$ cat config.mk
export PLATFORM = sky130hd
export DESIGN_NAME = adc_scan_seq
export DESIGN_NICKNAME = d
export VERILOG_FILES = /design/src/rtl/adc_scan_pkg.sv /design/src/rtl/adc_scan_trig.sv /design/src/rtl/adc_scan_rangemem.sv /design/src/rtl/adc_scan_core.sv /design/src/rtl/adc_scan_seq.sv
export SDC_FILE = /design/constraint.sdc
export NUM_CORES = 1
export LEC_CHECK = 0
export ABC_AREA = 1
export BUFFER_PORTS_ARGS = -buffer_cell sky130_fd_sc_hd__buf_2
export CAP_MARGIN = 10
export CELL_PAD_IN_SITES_DETAIL_PLACEMENT = 1
export CELL_PAD_IN_SITES_GLOBAL_PLACEMENT = 2
export CORE_AREA = 4 4 157 114
export DETAILED_ROUTE_END_ITERATION = 10
export DIE_AREA = 0 0 161 118
export PLACE_DENSITY_LB_ADDON = 0.1
export RECOVER_POWER = 100
export SLEW_MARGIN = 40
export SYNTH_ARGS = -nofsm -noshare
export SYNTH_HDL_FRONTEND = slang
export SYNTH_SLANG_ARGS = --single-unit
$ cat constraint.sdc
create_clock -name clk -period 2 [get_ports clk]
set_clock_uncertainty 0.15 [all_clocks]
set_input_delay 0.2 -clock clk [delete_from_list [all_inputs] [get_ports clk]]
set_output_delay 0.2 -clock clk [all_outputs]
set_load 0.005 [all_outputs]
$ cat src/rtl/adc_scan_pkg.sv
package adc_scan_pkg;

    typedef enum logic [1:0] {
        ADDR_STRIKE = 2'd0,
        ADDR_RANGE  = 2'd1,
        ADDR_SPAN   = 2'd2,
        ADDR_CTRL   = 2'd3
    } reg_addr_e;

    // bit 3 .. bit 0 of the control word
    typedef struct packed {
        logic gate_en;
        logic ext_en;
        logic pacer_en;
        logic soft_en;
    } ctrl_t;

    // bit 5 diff, bit 4 unipolar, bits 2:0 gain
    typedef struct packed {
        logic       diff;
        logic       unipolar;
        logic [2:0] gain;
    } range_t;

    localparam int SPAN_FIELD_W = 8;
    localparam int RANGE_DIFF_BIT = 5;
    localparam int RANGE_UNI_BIT = 4;

endpackage

$ cat src/rtl/adc_scan_trig.sv
module adc_scan_trig
    import adc_scan_pkg::*;
(
    input  ctrl_t ctrl,
    input  logic  soft_req,
    input  logic  pacer_tick,
    input  logic  ext_trig,
    input  logic  ext_gate,
    output logic  fire
);
    logic pacer_ok;
    logic soft_ok;
    logic ext_ok;

    always_comb begin
        pacer_ok = ctrl.pacer_en && pacer_tick && (!ctrl.gate_en || ext_gate);
        soft_ok  = ctrl.soft_en && soft_req;
        ext_ok   = ctrl.ext_en && ext_trig;
        fire     = pacer_ok || soft_ok || ext_ok;
    end
endmodule

$ cat src/rtl/adc_scan_rangemem.sv
module adc_scan_rangemem
    import adc_scan_pkg::*;
#(
    parameter int CH_W = 4
) (
    input  logic            clk,
    input  logic            rst_n,
    input  logic            we,
    input  logic [CH_W-1:0] addr,
    input  range_t          wdata,
    output range_t          rdata
);
    localparam int DEPTH = 1 << CH_W;

    range_t mem_d [DEPTH];
    range_t mem_q [DEPTH];

    always_comb begin
        for (int i = 0; i < DEPTH; i++) begin
            mem_d[i] = mem_q[i];
        end
        if (we) begin
            mem_d[addr] = wdata;
        end
    end

    always_ff @(posedge clk or negedge rst_n) begin
        if (!rst_n) begin
            for (int i = 0; i < DEPTH; i++) begin
                mem_q[i] <= '0;
            end
        end else begin
            for (int i = 0; i < DEPTH; i++) begin
                mem_q[i] <= mem_d[i];
            end
        end
    end

    assign rdata = mem_q[addr];
endmodule

$ cat src/rtl/adc_scan_core.sv
module adc_scan_core
    import adc_scan_pkg::*;
#(
    parameter int CH_W   = 4,
    parameter int RES_W  = 12,
    parameter int DATA_W = 16
) (
    input  logic              clk,
    input  logic              rst_n,
    input  logic              wr_en,
    input  logic [1:0]        wr_addr,
    input  logic [DATA_W-1:0] wr_data,
    input  logic              fire,
    input  logic              adc_done,
    input  logic [RES_W-1:0]  adc_result,
    output ctrl_t             ctrl,
    output logic [CH_W-1:0]   cur_chan,
    output logic [CH_W-1:0]   span_first,
    output logic [CH_W-1:0]   span_last,
    output logic              adc_start,
    output logic              smp_valid,
    output logic [CH_W+RES_W-1:0] smp_data,
    output logic              overrun
);
    localparam int SMP_W = CH_W + RES_W;

    typedef struct packed {
        logic [CH_W-1:0]  cur;
        logic [CH_W-1:0]  first;
        logic [CH_W-1:0]  last;
        logic [CH_W-1:0]  conv_chan;
        ctrl_t            ctrl;
        logic             busy;
        logic             start;
        logic             vld;
        logic             ovr;
        logic [SMP_W-1:0] smp;
    } state_t;

    state_t st_d, st_q;
    logic   span_wr;
    logic   ctrl_wr;
    logic   unused_wr_bits;

    assign unused_wr_bits = ^wr_data;

    always_comb begin
        span_wr = wr_en && (wr_addr == ADDR_SPAN);
        ctrl_wr = wr_en && (wr_addr == ADDR_CTRL);

        st_d       = st_q;
        st_d.start = 1'b0;
        st_d.vld   = 1'b0;

        if (ctrl_wr) begin
            st_d.ctrl = ctrl_t'(wr_data[3:0]);
            st_d.ovr  = 1'b0;
        end

        // conversion finished: emit tagged sample, step pointer
        if (st_q.busy && adc_done) begin
            st_d.busy = 1'b0;
            st_d.vld  = 1'b1;
            st_d.smp  = {st_q.conv_chan, adc_result};
            st_d.cur  = (st_q.cur == st_q.last) ? st_q.first : st_q.cur + 1'b1;
        end

        if (span_wr) begin
            st_d.first = wr_data[CH_W-1:0];
            st_d.last  = wr_data[SPAN_FIELD_W +: CH_W];
            st_d.cur   = wr_data[CH_W-1:0];
        end

        if (fire) begin
            if (!st_q.busy) begin
                st_d.busy      = 1'b1;
                st_d.start     = 1'b1;
                st_d.conv_chan = st_q.cur;
            end else begin
                st_d.ovr = 1'b1;
            end
        end
    end

    always_ff @(posedge clk or negedge rst_n) begin
        if (!rst_n) begin
            st_q <= '0;
        end else begin
            st_q <= st_d;
        end
    end

    assign ctrl       = st_q.ctrl;
    assign cur_chan   = st_q.cur;
    assign span_first = st_q.first;
    assign span_last  = st_q.last;
    assign adc_start  = st_q.start;
    assign smp_valid  = st_q.vld;
    assign smp_data   = st_q.smp;
    assign overrun    = st_q.ovr;
endmodule

$ cat src/rtl/adc_scan_seq.sv
module adc_scan_seq
    import adc_scan_pkg::*;
#(
    parameter int CH_W   = 4,
    parameter int RES_W  = 12,
    parameter int DATA_W = 16
) (
    input  logic                  clk,
    input  logic                  rst_n,
    input  logic                  wr_en,
    input  logic [1:0]            wr_addr,
    input  logic [DATA_W-1:0]     wr_data,
    input  logic                  pacer_tick,
    input  logic                  ext_trig,
    input  logic                  ext_gate,
    input  logic                  adc_done,
    input  logic [RES_W-1:0]      adc_result,
    output logic                  adc_start,
    output logic [CH_W-1:0]       adc_mux_chan,
    output logic [2:0]            adc_gain,
    output logic                  adc_unipolar,
    output logic                  adc_diff,
    output logic                  smp_valid,
    output logic [CH_W+RES_W-1:0] smp_data,
    output logic                  overrun
);
    ctrl_t           ctrl_w;
    logic            soft_req;
    logic            range_we;
    logic            fire;
    logic [CH_W-1:0] cur_w;
    logic [CH_W-1:0] span_first_w;
    logic [CH_W-1:0] span_last_w;
    range_t          range_wr;
    range_t          range_rd;

    always_comb begin
        soft_req          = wr_en && (wr_addr == ADDR_STRIKE);
        range_we          = wr_en && (wr_addr == ADDR_RANGE);
        range_wr.diff     = wr_data[RANGE_DIFF_BIT];
        range_wr.unipolar = wr_data[RANGE_UNI_BIT];
        range_wr.gain     = wr_data[2:0];
    end

    adc_scan_trig u_trig (
        .ctrl       (ctrl_w),
        .soft_req   (soft_req),
        .pacer_tick (pacer_tick),
        .ext_trig   (ext_trig),
        .ext_gate   (ext_gate),
        .fire       (fire)
    );

    adc_scan_core #(.CH_W(CH_W), .RES_W(RES_W), .DATA_W(DATA_W)) u_core (
        .clk        (clk),
        .rst_n      (rst_n),
        .wr_en      (wr_en),
        .wr_addr    (wr_addr),
        .wr_data    (wr_data),
        .fire       (fire),
        .adc_done   (adc_done),
        .adc_result (adc_result),
        .ctrl       (ctrl_w),
        .cur_chan   (cur_w),
        .span_first (span_first_w),
        .span_last  (span_last_w),
        .adc_start  (adc_start),
        .smp_valid  (smp_valid),
        .smp_data   (smp_data),
        .overrun    (overrun)
    );

    adc_scan_rangemem #(.CH_W(CH_W)) u_range (
        .clk   (clk),
        .rst_n (rst_n),
        .we    (range_we),
        .addr  (cur_w),
        .wdata (range_wr),
        .rdata (range_rd)
    );

    assign adc_mux_chan = cur_w;
    assign adc_gain     = range_rd.gain;
    assign adc_unipolar = range_rd.unipolar;
    assign adc_diff     = range_rd.diff;
endmodule

==> results.py <==
metrics = {
    "global_routing": {
        "grt_max_degree": 48,
        "grtUsageTotal_pct": 18.5,
        "grt_pass1_wl_um": 27500,
        "grt_pass1_vias": 5013,
        "antenna_found_initial": 0,
        "overflow": 0,
    },
    "die": {
        "num_rows": 39,
        "die_h_um": 118,
        "coreArea_mm2": 0.0162,
        "dieArea_mm2": 0.0190,
        "start_util_pct": 34.7,
        "ios": 65,
        "fp.dieW_um": 161,
    },
    "power_and_ir_drop": {
        "finalPower_mw": 11.1,
        "power.ir.vdd_worst_mv": 0.448,
        "leakage_nw": 3.43,
        "power_density_mw_per_mm2": 1560,
    },
    "critical_path": {
        "r2r-start": "u_core.cur_chan[0]$_DFFE_PN0P_",
        "startpoint_type": "flip-flop",
        "endpoint_kind": "output port",
        "timing.rr.end": "u_range.mem_q[44]$_DFFE_PN0P_",
        "cp.required_ns": 1.65,
        "worst-setup-path-type": "reg -> out",
        "r2r_slack_ns": 0.05,
        "reg2reg_depth": 9,
        "arrival_ns": 1.83,
        "crit_fanout": 17,
    },
    "cells_and_area": {
        "syn2layout_area_growth_pct": 26.2,
        "drive_gt1_share_pct": 19.0,
        "num_antenna_cells": 0,
        "fin_util_pct": 43.8,
        "fillers": 1933,
        "final_nets": 807,
    },
    "timing": {
        "worstMarginPinSlew_ns": 0.647,
        "tns_ns": -0.784,
        "min_period_ns": 2.18,
        "maxSlewViolCount": 0,
        "hold_violations": 0,
        "rsz0062_at_grt": "true",
        "holdWs_ns": 0.0474,
        "fmax_ghz": 0.458,
        "worst_slack_ns": -0.181,
        "maxSlewHeadroom_pct": 56.9,
        "setup-violations-final": 5,
        "finalCritPeriodShare_pct": 109,
    },
    "outcome": {
        "status": "finished with violations",
        "violations": "negative setup slack",
    },
    "clocking": {
        "cts-htree-levels": 4,
        "cts_root_buf": "clkbuf_16",
        "cts_buffers": 17,
        "cts_tree": "yes",
        "clk_path_buf_depth": 2,
        "clock-sinks": 120,
        "clkTransAtPathRegs_ns": 0.06,
        "clkLatencyLatePin_ns": 0.42,
    },
    "synthesis": {
        "syn_avg_cell_area_um2": 8.26,
        "postSynthCellCount": 681,
        "yosys_warnings": 0,
        "syn_nets": 722,
        "ys_ff_latch": 120,
        "seq_area_frac_synth_pct": 53.4,
        "synth_cell_type_count": 27,
        "syn_area_mm2": 0.00563,
    },
    "hold_path": {
        "hp-class": "in -> reg",
        "hp-start": "ext_trig",
        "holdPathStages": 4,
        "hold-path-endpoint": "u_core.overrun$_DFF_PN0_",
    },
    "drt": {
        "drt_iter0_drc": 214,
        "vias": 4752,
        "vias_per_cell": 4.73,
        "remaining_drc_errors": 0,
        "drt_pre_antenna_iters": 5,
        "detail-route-antenna-nets": 0,
        "routedWlPerCell_um": 16.7,
        "wl_um": 16800,
    },
    "placement": {
        "dp_hpwl_um": 11400,
        "place_ws_ns": 0.112,
        "numPortBuffers": 58,
        "routabilityCongestion": 0.751,
    },
    "job": {
        "maxCapViolCount": 0,
    },
}
==> stage by stage <==
stage,std cells,cell area [um^2]
finish,1004,7100
global route,1004,7100
CTS,1004,7130
detailed placement,945,6180
global placement,945,6180
floorplan,681,5630
==> how the worst max path moves through the flow <==
stage	startpoint	end	slack, ns	depth (start not counted)
final	u_core.cur_chan[0]$_DFFE_PN0P_	adc_unipolar	-0.18	7
after global placement	u_core.cur_chan[0]$_DFFE_PN0P_	u_range.mem_q[23]$_DFFE_PN0P_	0.18	7
after CTS	u_core.cur_chan[0]$_DFFE_PN0P_	adc_unipolar	-0.22	7
after floorplan	u_core.cur_chan[1]$_DFFE_PN0P_	u_range.mem_q[10]$_DFFE_PN0P_	0.17	7
after global routing	u_core.cur_chan[0]$_DFFE_PN0P_	adc_unipolar	-0.29	9
after detailed placement	u_core.cur_chan[0]$_DFFE_PN0P_	u_range.mem_q[23]$_DFFE_PN0P_	0.11	7
==> layout make-up <==
type | count | area [um^2] | share of cell area, %
repair buffers | 111 | 793 | 11.2
multi-input cells | 475 | 2260 | 31.9
well taps | 225 | 282 | 3.96
clock buffers | 17 | 425 | 5.99
flip-flops and latches | 120 | 3010 | 42.3
inverters | 41 | 156 | 2.20
clock inverters | 15 | 176 | 2.48
==> report_power, final <==
| group | switching (mW) | internal (mW) |
|---|---|---|
| registers | 0.563 | 3.37 |
| clock network | 1.17 | 1.96 |
| logic | 2.43 | 1.60 |
| total | 4.17 | 6.92 |
==> worst max-delay path, cell delays in order, from the launching register on <==
cell,delay (ns)
dfrtp_2,0.46
buf_12,0.18
buf_12,0.15
o211ai_1,0.18
nand2_1,0.08
nand2_1,0.07
nand4_1,0.13
buf_2,0.16
==> cells in the mapped netlist <==
| cell type | instances | area (um^2) |
|---|---|---|
| a21oi_1 | 12 | 60.1 |
| o211ai_1 | 10 | 75.1 |
| buf_2 | 11 | 55.1 |
| nor3_4 | 2 | 32.5 |
| dfrtp_1 | 120 | 3000 |
| nand4_1 | 6 | 37.5 |
| nand2_2 | 13 | 81.3 |
| nor2_2 | 8 | 50.1 |
| xor2_1 | 1 | 8.76 |
| clkbuf_1 | 11 | 41.3 |
| o21ai_1 | 14 | 70.1 |
| clkinv_1 | 1 | 3.75 |
| buf_4 | 23 | 173 |
| nand3b_1 | 3 | 22.5 |
| a22o_1 | 1 | 8.76 |
| nor3_2 | 2 | 20.0 |
| o21ai_0 | 108 | 541 |
| nand3_4 | 1 | 17.5 |
| inv_1 | 36 | 135 |
| nor2_4 | 2 | 22.5 |
| o21bai_1 | 1 | 7.51 |
| ha_1 | 4 | 50.1 |
| nand2_1 | 208 | 781 |
| nor2_1 | 67 | 251 |
| o22ai_1 | 3 | 18.8 |
| nand3_1 | 9 | 45.0 |
| inv_2 | 4 | 15.0 |
==> repair_timing <==
item / CTS / global route
hold endpoints to repair: 150 / 0
resized for setup: 31 / 14
gates cloned: 1 / 0
setup buffers: 2 / 0
pin swaps: 7 / 7
setup endpoints to repair: 5 / 41
hold buffers: 24 / 0
==> cells in the final DEF, fill, tap and decap left out, drive strengths merged, types with 4 or more instances in the layout <==
master	n
nand2	221
o21ai	122
dfrtp	120
nor2	77
buf	65
inv	42
clkbuf	39
dlygate4sd3	24
a21oi	12
o211ai	10
nand3	10
clkinv	8
nand4	6
ha	4
nor3	4
==> per-layer routing <==
layer / vias up / part of all wire [%] / track usage [%]
li1: 2352 / - / -
met1: 2329 / 48 / 25.8
met2: 61 / 47 / 29.4
met3: 10 / 3.7 / 3.99
met4: 0 / 0.72 / 4.79
met5: - / 0 / 0
==> sequential cells by signal, summed over array words and instances, names as in the netlist <==
register / cells
u_core.st_q: 5
u_core.smp_valid: 1
u_core.span_first: 4
u_core.span_last: 4
u_core.overrun: 1
u_range.mem_q: 80
u_core.ctrl: 4
u_core.cur_chan: 4
u_core.smp_data: 16
u_core.adc_start: 1
==> logic make-up after synthesis <==
| family | after synthesis | share of synthesized area [%] |
|---|---|---|
| xor gates and xnor gates | 1 | 0.156 |
| adders and majority gates | 4 | 0.890 |
| buffers and inverters | 86 | 7.52 |
| and+or+nand+nor | 321 | 24.2 |
| AOI/OAI and AO/OA | 149 | 13.9 |
| DFF | 120 | 53.4 |
(Power assumes the default switching activity.)
